==> config.mk <==
export PLATFORM = sky130hd
export DESIGN_NAME = usb_irq_ctrl
export DESIGN_NICKNAME = d
export VERILOG_FILES = /design/src/rtl/usb_irq_pkg.sv /design/src/rtl/usb_irq_event_map.sv /design/src/rtl/usb_irq_status.sv /design/src/rtl/usb_irq_enable.sv /design/src/rtl/usb_irq_ctrl.sv
export SDC_FILE = /design/constraint.sdc
export NUM_CORES = 1
export LEC_CHECK = 0
export CORE_MARGIN = 10
export CORE_UTILIZATION = 40
export DETAILED_ROUTE_END_ITERATION = 12
export DONT_BUFFER_PORTS = 1
export PLACE_DENSITY = 0.65
export SYNTH_ARGS = -nofsm -noshare
export SYNTH_HDL_FRONTEND = slang
export SYNTH_HIERARCHICAL = 1
export SYNTH_SLANG_ARGS = --single-unit
==> constraint.sdc <==
create_clock -name clk -period 1.62 [get_ports clk]
set_clock_uncertainty 0.15 [all_clocks]
set_input_delay 0.162 -clock clk [delete_from_list [all_inputs] [get_ports clk]]
set_output_delay 0.162 -clock clk [all_outputs]
set_load 0.1 [all_outputs]
==> src/rtl/usb_irq_pkg.sv <==
// Package: shared sizes, bit indices and register addresses for the USB
// interrupt status controller. Assumes four data endpoints and 8-bit registers.
package usb_irq_pkg;
    localparam int REG_W       = 8;
    localparam int NUM_EP      = 4;
    localparam int ADDR_W      = 2;
    // endpoint bits: EP0, then NUM_EP IN bits, then NUM_EP OUT bits
    localparam int EP_BITS     = 1 + 2 * NUM_EP;
    localparam int S2_EP_BITS  = EP_BITS - REG_W;
    localparam int IDX_EP0     = 0;
    localparam int IDX_IN0     = 1;
    localparam int IDX_OUT0    = 1 + NUM_EP;
    localparam int IDX_SUSP    = EP_BITS;
    localparam int IDX_RES     = EP_BITS + 1;
    localparam int IDX_RST     = EP_BITS + 2;
    localparam int NUM_ST      = EP_BITS + 3;
    // bit positions inside status/enable register 2
    localparam int S2_SUSP     = 5;
    localparam int S2_RES      = 6;
    localparam int S2_RST      = 7;
    localparam int E2_BUS      = 7;

    typedef enum logic [ADDR_W-1:0] {
        ADR_STAT1 = 2'd0,
        ADR_STAT2 = 2'd1,
        ADR_EN1   = 2'd2,
        ADR_EN2   = 2'd3
    } reg_addr_e;
endpackage

==> src/rtl/usb_irq_event_map.sv <==
// Module: combines the raw endpoint event pulses into one set request per
// endpoint status bit. Purely combinational; assumes one-cycle pulses.
module usb_irq_event_map
    import usb_irq_pkg::*;
(
    input  logic              ep0_xfer_done,
    input  logic              ep0_setup_end,
    input  logic              ep0_stall,
    input  logic              ep0_data_end_clr,
    input  logic [NUM_EP-1:0] ep_out_rx_done,
    input  logic [NUM_EP-1:0] ep_out_stall,
    input  logic [NUM_EP-1:0] ep_out_overrun,
    input  logic [NUM_EP-1:0] ep_in_tx_done,
    input  logic [NUM_EP-1:0] ep_in_underrun,
    output logic [EP_BITS-1:0] ep_set
);
    // control endpoint: any of its four conditions
    always_comb begin
        ep_set[IDX_EP0] = ep0_xfer_done | ep0_setup_end | ep0_stall | ep0_data_end_clr;
    end

    // data endpoints: one IN and one OUT set request each
    for (genvar g = 0; g < NUM_EP; g++) begin : g_ep
        assign ep_set[IDX_IN0 + g]  = ep_in_tx_done[g] | ep_in_underrun[g];
        assign ep_set[IDX_OUT0 + g] = ep_out_rx_done[g] | ep_out_stall[g] | ep_out_overrun[g];
    end
endmodule

==> src/rtl/usb_irq_status.sv <==
// Module: the latched status bits and the suspend mode flag.
// Endpoint/suspend/resume bits are write-1-to-clear, the reset bit is
// write-0-to-clear, a set beats a same-cycle clear, and a bus reset wipes
// everything except the reset bit, which it sets.
module usb_irq_status
    import usb_irq_pkg::*;
(
    input  logic               clk,
    input  logic               rst_n,
    input  logic [EP_BITS-1:0] ep_set,
    input  logic               usb_suspend,
    input  logic               usb_resume,
    input  logic               usb_reset,
    input  logic               wr_stat1,
    input  logic               wr_stat2,
    input  logic [REG_W-1:0]   wdata,
    output logic [NUM_ST-1:0]  status
);
    logic [NUM_ST-1:0] set_vec;
    logic [NUM_ST-1:0] clr_vec;
    logic              susp_mode;

    // gather set requests; resume counts only while suspended
    always_comb begin
        set_vec           = '0;
        set_vec[EP_BITS-1:0] = ep_set;
        set_vec[IDX_SUSP] = usb_suspend;
        set_vec[IDX_RES]  = usb_resume & susp_mode;
        set_vec[IDX_RST]  = usb_reset;
    end

    // turn CPU writes into per-bit clear requests
    always_comb begin
        clr_vec = '0;
        if (wr_stat1) begin
            clr_vec[REG_W-1:0] = wdata;
        end
        if (wr_stat2) begin
            clr_vec[EP_BITS-1:REG_W] = wdata[S2_EP_BITS-1:0];
            clr_vec[IDX_SUSP]        = wdata[S2_SUSP];
            clr_vec[IDX_RES]         = wdata[S2_RES];
            clr_vec[IDX_RST]         = ~wdata[S2_RST];
        end
    end

    // status register update with bus-reset wipe and set priority
    always_ff @(posedge clk) begin
        if (!rst_n) begin
            status <= '0;
        end else if (usb_reset) begin
            status          <= '0;
            status[IDX_RST] <= 1'b1;
        end else begin
            status <= set_vec | (status & ~clr_vec);
        end
    end

    // suspend mode tracking: enter on suspend, leave on resume or reset
    always_ff @(posedge clk) begin
        if (!rst_n || usb_reset) begin
            susp_mode <= 1'b0;
        end else if (usb_resume) begin
            susp_mode <= 1'b0;
        end else if (usb_suspend) begin
            susp_mode <= 1'b1;
        end
    end

    AST_RST_SETS_FLAG: assert property (@(posedge clk) disable iff (!rst_n)
        usb_reset |=> status[IDX_RST]);
    AST_RST_WIPES_REST: assert property (@(posedge clk) disable iff (!rst_n)
        usb_reset |=> (status[IDX_RST-1:0] == '0));
    AST_RESUME_NEEDS_SUSP: assert property (@(posedge clk) disable iff (!rst_n)
        $rose(status[IDX_RES]) |-> $past(susp_mode));
    AST_ZERO_WRITE_KEEPS: assert property (@(posedge clk) disable iff (!rst_n)
        (wr_stat1 && wdata == '0 && !usb_reset) |=>
        ((status[REG_W-1:0] & $past(status[REG_W-1:0])) == $past(status[REG_W-1:0])));
    for (genvar g = 0; g < IDX_RST; g++) begin : g_chk
        AST_SET_WINS: assert property (@(posedge clk) disable iff (!rst_n)
            (set_vec[g] && !usb_reset) |=> status[g]);
    end
endmodule

==> src/rtl/usb_irq_enable.sv <==
// Module: the two enable registers. Enable 1 and bit 0 of enable 2 gate the
// endpoint bits one for one; bit 7 of enable 2 gates suspend and resume.
// The reset bit is always enabled. A bus reset returns all enables to 0.
module usb_irq_enable
    import usb_irq_pkg::*;
(
    input  logic              clk,
    input  logic              rst_n,
    input  logic              usb_reset,
    input  logic              wr_en1,
    input  logic              wr_en2,
    input  logic [REG_W-1:0]  wdata,
    output logic [REG_W-1:0]  en1_rd,
    output logic [REG_W-1:0]  en2_rd,
    output logic [NUM_ST-1:0] en_vec
);
    logic [EP_BITS-1:0] en_ep;
    logic               en_bus;

    // enable register storage, cleared by either reset
    always_ff @(posedge clk) begin
        if (!rst_n || usb_reset) begin
            en_ep  <= '0;
            en_bus <= 1'b0;
        end else begin
            if (wr_en1) en_ep[REG_W-1:0] <= wdata;
            if (wr_en2) begin
                en_ep[EP_BITS-1:REG_W] <= wdata[S2_EP_BITS-1:0];
                en_bus                 <= wdata[E2_BUS];
            end
        end
    end

    // read-back views and the per-status-bit enable vector
    always_comb begin
        en1_rd                   = en_ep[REG_W-1:0];
        en2_rd                   = '0;
        en2_rd[S2_EP_BITS-1:0]   = en_ep[EP_BITS-1:REG_W];
        en2_rd[E2_BUS]           = en_bus;
        en_vec                   = '0;
        en_vec[EP_BITS-1:0]      = en_ep;
        en_vec[IDX_SUSP]         = en_bus;
        en_vec[IDX_RES]          = en_bus;
        en_vec[IDX_RST]          = 1'b1;
    end

    AST_EN_WIPE: assert property (@(posedge clk) disable iff (!rst_n)
        usb_reset |=> (en_ep == '0 && !en_bus));
endmodule

==> src/rtl/usb_irq_ctrl.sv <==
// Module: top of the USB interrupt status controller. Decodes the CPU
// register port, muxes read data and forms the combined interrupt line.
// Assumes single-cycle write strobes and event pulses synchronous to clk.
module usb_irq_ctrl
    import usb_irq_pkg::*;
(
    input  logic              clk,
    input  logic              rst_n,
    input  logic              ep0_xfer_done,
    input  logic              ep0_setup_end,
    input  logic              ep0_stall,
    input  logic              ep0_data_end_clr,
    input  logic [NUM_EP-1:0] ep_out_rx_done,
    input  logic [NUM_EP-1:0] ep_out_stall,
    input  logic [NUM_EP-1:0] ep_out_overrun,
    input  logic [NUM_EP-1:0] ep_in_tx_done,
    input  logic [NUM_EP-1:0] ep_in_underrun,
    input  logic              usb_suspend,
    input  logic              usb_resume,
    input  logic              usb_reset,
    input  logic              reg_wr,
    input  logic [ADDR_W-1:0] reg_addr,
    input  logic [REG_W-1:0]  reg_wdata,
    output logic [REG_W-1:0]  reg_rdata,
    output logic              irq_o
);
    logic [EP_BITS-1:0] ep_set;
    logic [NUM_ST-1:0]  status;
    logic [NUM_ST-1:0]  en_vec;
    logic [REG_W-1:0]   en1_rd;
    logic [REG_W-1:0]   en2_rd;
    logic [REG_W-1:0]   stat2_rd;
    logic               wr_stat1, wr_stat2, wr_en1, wr_en2;

    // write strobe decode per register
    always_comb begin
        wr_stat1 = reg_wr && (reg_addr == ADR_STAT1);
        wr_stat2 = reg_wr && (reg_addr == ADR_STAT2);
        wr_en1   = reg_wr && (reg_addr == ADR_EN1);
        wr_en2   = reg_wr && (reg_addr == ADR_EN2);
    end

    usb_irq_event_map u_map (
        .ep0_xfer_done    (ep0_xfer_done),
        .ep0_setup_end    (ep0_setup_end),
        .ep0_stall        (ep0_stall),
        .ep0_data_end_clr (ep0_data_end_clr),
        .ep_out_rx_done   (ep_out_rx_done),
        .ep_out_stall     (ep_out_stall),
        .ep_out_overrun   (ep_out_overrun),
        .ep_in_tx_done    (ep_in_tx_done),
        .ep_in_underrun   (ep_in_underrun),
        .ep_set           (ep_set)
    );

    usb_irq_status u_status (
        .clk         (clk),
        .rst_n       (rst_n),
        .ep_set      (ep_set),
        .usb_suspend (usb_suspend),
        .usb_resume  (usb_resume),
        .usb_reset   (usb_reset),
        .wr_stat1    (wr_stat1),
        .wr_stat2    (wr_stat2),
        .wdata       (reg_wdata),
        .status      (status)
    );

    usb_irq_enable u_enable (
        .clk       (clk),
        .rst_n     (rst_n),
        .usb_reset (usb_reset),
        .wr_en1    (wr_en1),
        .wr_en2    (wr_en2),
        .wdata     (reg_wdata),
        .en1_rd    (en1_rd),
        .en2_rd    (en2_rd),
        .en_vec    (en_vec)
    );

    // status register 2 read view
    always_comb begin
        stat2_rd                 = '0;
        stat2_rd[S2_EP_BITS-1:0] = status[EP_BITS-1:REG_W];
        stat2_rd[S2_SUSP]        = status[IDX_SUSP];
        stat2_rd[S2_RES]         = status[IDX_RES];
        stat2_rd[S2_RST]         = status[IDX_RST];
    end

    // read data mux by address
    always_comb begin
        unique case (reg_addr)
            ADR_STAT1: reg_rdata = status[REG_W-1:0];
            ADR_STAT2: reg_rdata = stat2_rd;
            ADR_EN1:   reg_rdata = en1_rd;
            default:   reg_rdata = en2_rd;
        endcase
    end

    // combined interrupt request
    assign irq_o = |(status & en_vec);
endmodule

==> reports/results.ini <==
[run_status]
run_status=finished with violations
violations=setup timing

[sta]
max_slew_margin_pct=64.4
final.setup.tns_ps=-583
final-setup-viol-count=8
timing_hold_violations_final=0
final_critical_path_setup_slack_ps=-146
finalMaxSlewViolations=0
unrepaired_setup_endpoints_after_global_routing=true
max_slew.worst_pin.slew_ps=536
clock.fmax_mhz=566
fin_crit_share_pct=109
final_period_minus_worst_setup_slack_ps=1770

[synth]
post_synth_fa_ha_maj_area_fraction_pct=0
sequential_fraction_of_the_synthesis_area_pct=34.6
synth-warning-count=6
netlist_instances=144
syn-mean-instance-area_sq_um=9.25
compound_gate_portion_of_the_synthesized_area_pct=11.3
yosys_register_bits=23
dominant_combinational_cell_family_by_area_after_synthesis=simple AND/OR/NAND/NOR gates
synth_cell_types=27
synthMuxAreaShare_pct=19.1
synth_simple_gate_area_share_pct=19.5
mappedNetlistArea_sq_um=1330
synth_xor_xnor_area_share_pct=0

[power]
totalPowerFinal_mw=1.24
leakage_power_summed_over_all_cells_nw=0.732
ir_worst_vdd_uv=447
cell_area_power_density_nw_per_um2=672

[floorplanning]
rows=20
fp.dieH_microns=77.7
die_width_microns=77.7
number_of_top_level_pins=49
design.die.area_sq_um=6040
placeable_core_region_sq_um=3130
floorplan.initialDensity_pct=42.6

[place]
place.gp.congestion=0.806
total_cell_area_at_the_placement_stage_sq_um=1350
place_worst_setup_slack_ps=79.2
place.port_buffers=0
dp_hpwl_microns=2670

[cells_and_area]
fin_nets=221
drive_gt1_share_pct=28.3
multi_input_area_sq_um=722
storage_cell_area_sq_um=479
synthToLayoutAreaGrowth_pct=38.5
n_antenna_cell=0
fill_cells=265
postLayoutCellArea_sq_um=1850
final_util_pct=59.0

[worst_setup_path]
critical-path-max-stage-delay_ps=760
worst-r2r-cell-count=4
critical-path-top-delay-family=multiplexers
timing.critical_path.from_type=flop
cp_num_cells=1
critical_path_class=reg2out
critPathCaptureType=primary output
critical_path_required_ps=1310
path_buf_inv=0
cp_max_fo=4
critical_path.slowest_cell=mux4_2
timing.critical_path.arrival_ps=1450
timing.critical_path.cells=mux4_2

[grt]
grt_usage_pct=12.4
gr-total-overflow=0
grt_antenna_before_repair=0
grt_pass1_vias=1261
first_pass_grt_wire_length_microns=6230
maximum_number_of_pins_on_one_net_before_global_route_repair=14

[routing]
dr.pass1.iters=4
antenna_nets_post_route=0
drc=0
dr_total_vias=1132
routedWlPerCell_microns=16.4
totalWireLength_microns=3670
drt-initial-drc-count=63
post_drt_via_cell_ratio=5.05

[cts]
clock-root-buffer=clkbuf_4
max-clock-path-buffers=2
tritoncts_clock_tree=done
tritoncts_num_sinks=23
tritoncts.num_buffers=3
clock_tree.htree_level_count=1
clk-insertion-delay-late_ps=310
clkSlewWorstSetupHoldPaths_ps=130

[run]
drv.max_cap_violation_count=0

[worst_hold_path]
hold_path_class=in2reg
min_delay_path_depth=3

## final timing paths
| kind | start | end | slack, ps |
|---|---|---|---|
| worst max-delay path | u_enable/en_bus | reg_rdata[7] | -150 |
| worst min-delay path | reg_addr[1] | u_enable/en_bus | 70 |
| worst max register to register | u_status/status[9] | u_status/status[9] | 160 |
| worst min register to register | u_enable/en_ep[2] | u_enable/en_ep[2] | 380 |
## where the power goes
| part | internal (mW) | switching (mW) |
|---|---|---|
| registers | 0.588 | 0.0184 |
| clock network | 0.0963 | 0.175 |
| logic | 0.170 | 0.192 |
| total | 0.854 | 0.385 |
## cell usage in the layout, fill, tap and decap left out, drive strengths merged
master and n:
dfxtp 23, dlygate4sd3 39, or3 4, a22o 7
or4 1, buf 13, conb 7, nor3b 1
mux2 4, nand3 1, or2 4, clkbuf 4
nand2b 3, a22oi 1, a221oi 3, nor2 24
and3 1, nor3 1, mux2i 10, a21oi 11
nor2b 1, nand2 12, and3b 1, mux4 4
## what timing repair did
action | in CTS | in global routing
gates resized for setup | 19 | 5
endpoints found under the hold margin | 23 | 4
pin swaps | 2 | 1
hold buffers | 39 | 4
setup endpoints to repair | 9 | 13
gates cloned | 0 | 0
setup buffers | 2 | 1
## kinds of logic after synthesis
kind of cell / after synthesis
buf+inv: 25
flops: 23
mux: 18
other cells: 2
simple gates: 54
compound gates: 22
## cells in the mapped netlist
cell type / instances / area (sq um)
mux2_4: 3 / 45.0
or3_1: 4 / 25.0
nand2_1: 12 / 45.0
mux2_2: 1 / 11.3
buf_2: 1 / 5.00
mux4_1: 2 / 52.6
dfxtp_1: 23 / 460
conb_1: 2 / 7.51
and3b_2: 1 / 10.0
a21oi_1: 11 / 55.1
mux4_2: 2 / 45.0
or4_1: 1 / 7.51
buf_4: 20 / 150
nor2_1: 24 / 90.1
nand2b_1: 2 / 12.5
nor3b_1: 1 / 7.51
nand3_1: 1 / 5.00
and3_2: 1 / 7.51
or2_2: 4 / 25.0
a221oi_1: 3 / 26.3
buf_6: 4 / 45.0
nand2b_4: 1 / 13.8
nor3_1: 1 / 5.00
a22oi_1: 1 / 7.51
mux2i_1: 10 / 100
a22o_1: 7 / 61.3
nor2b_1: 1 / 6.26
## metrics by stage
stage,hold WS [ps],instances
floorplan,90.4,149
global placement,93.4,178
detailed placement,96.0,178
CTS,66.5,223
global route,85.6,224
finish,65.2,224
## sequential cells by signal, indices dropped and copies added, names as in the netlist
signal and flops:
u_status/susp_mode 1, u_status/status 12, u_enable/en_ep 9, u_enable/en_bus 1
## layer usage
metal,vias to the layer above,part of all wire (%),track usage (%)
met5,-,0,0
met4,0,1.9,5.11
met3,6,8.1,3.80
met2,48,50,21.2
met1,534,40,13.9
li1,544,-,-
## layout make-up
cell class	instances	area share, %
multi-input cells	101	39.1
clock buffers	4	1.42
flip-flops and latches	23	26.0
repair buffers	52	30.5
well taps	44	2.98
No activity file was read; power rests on OpenSTA's default activity.
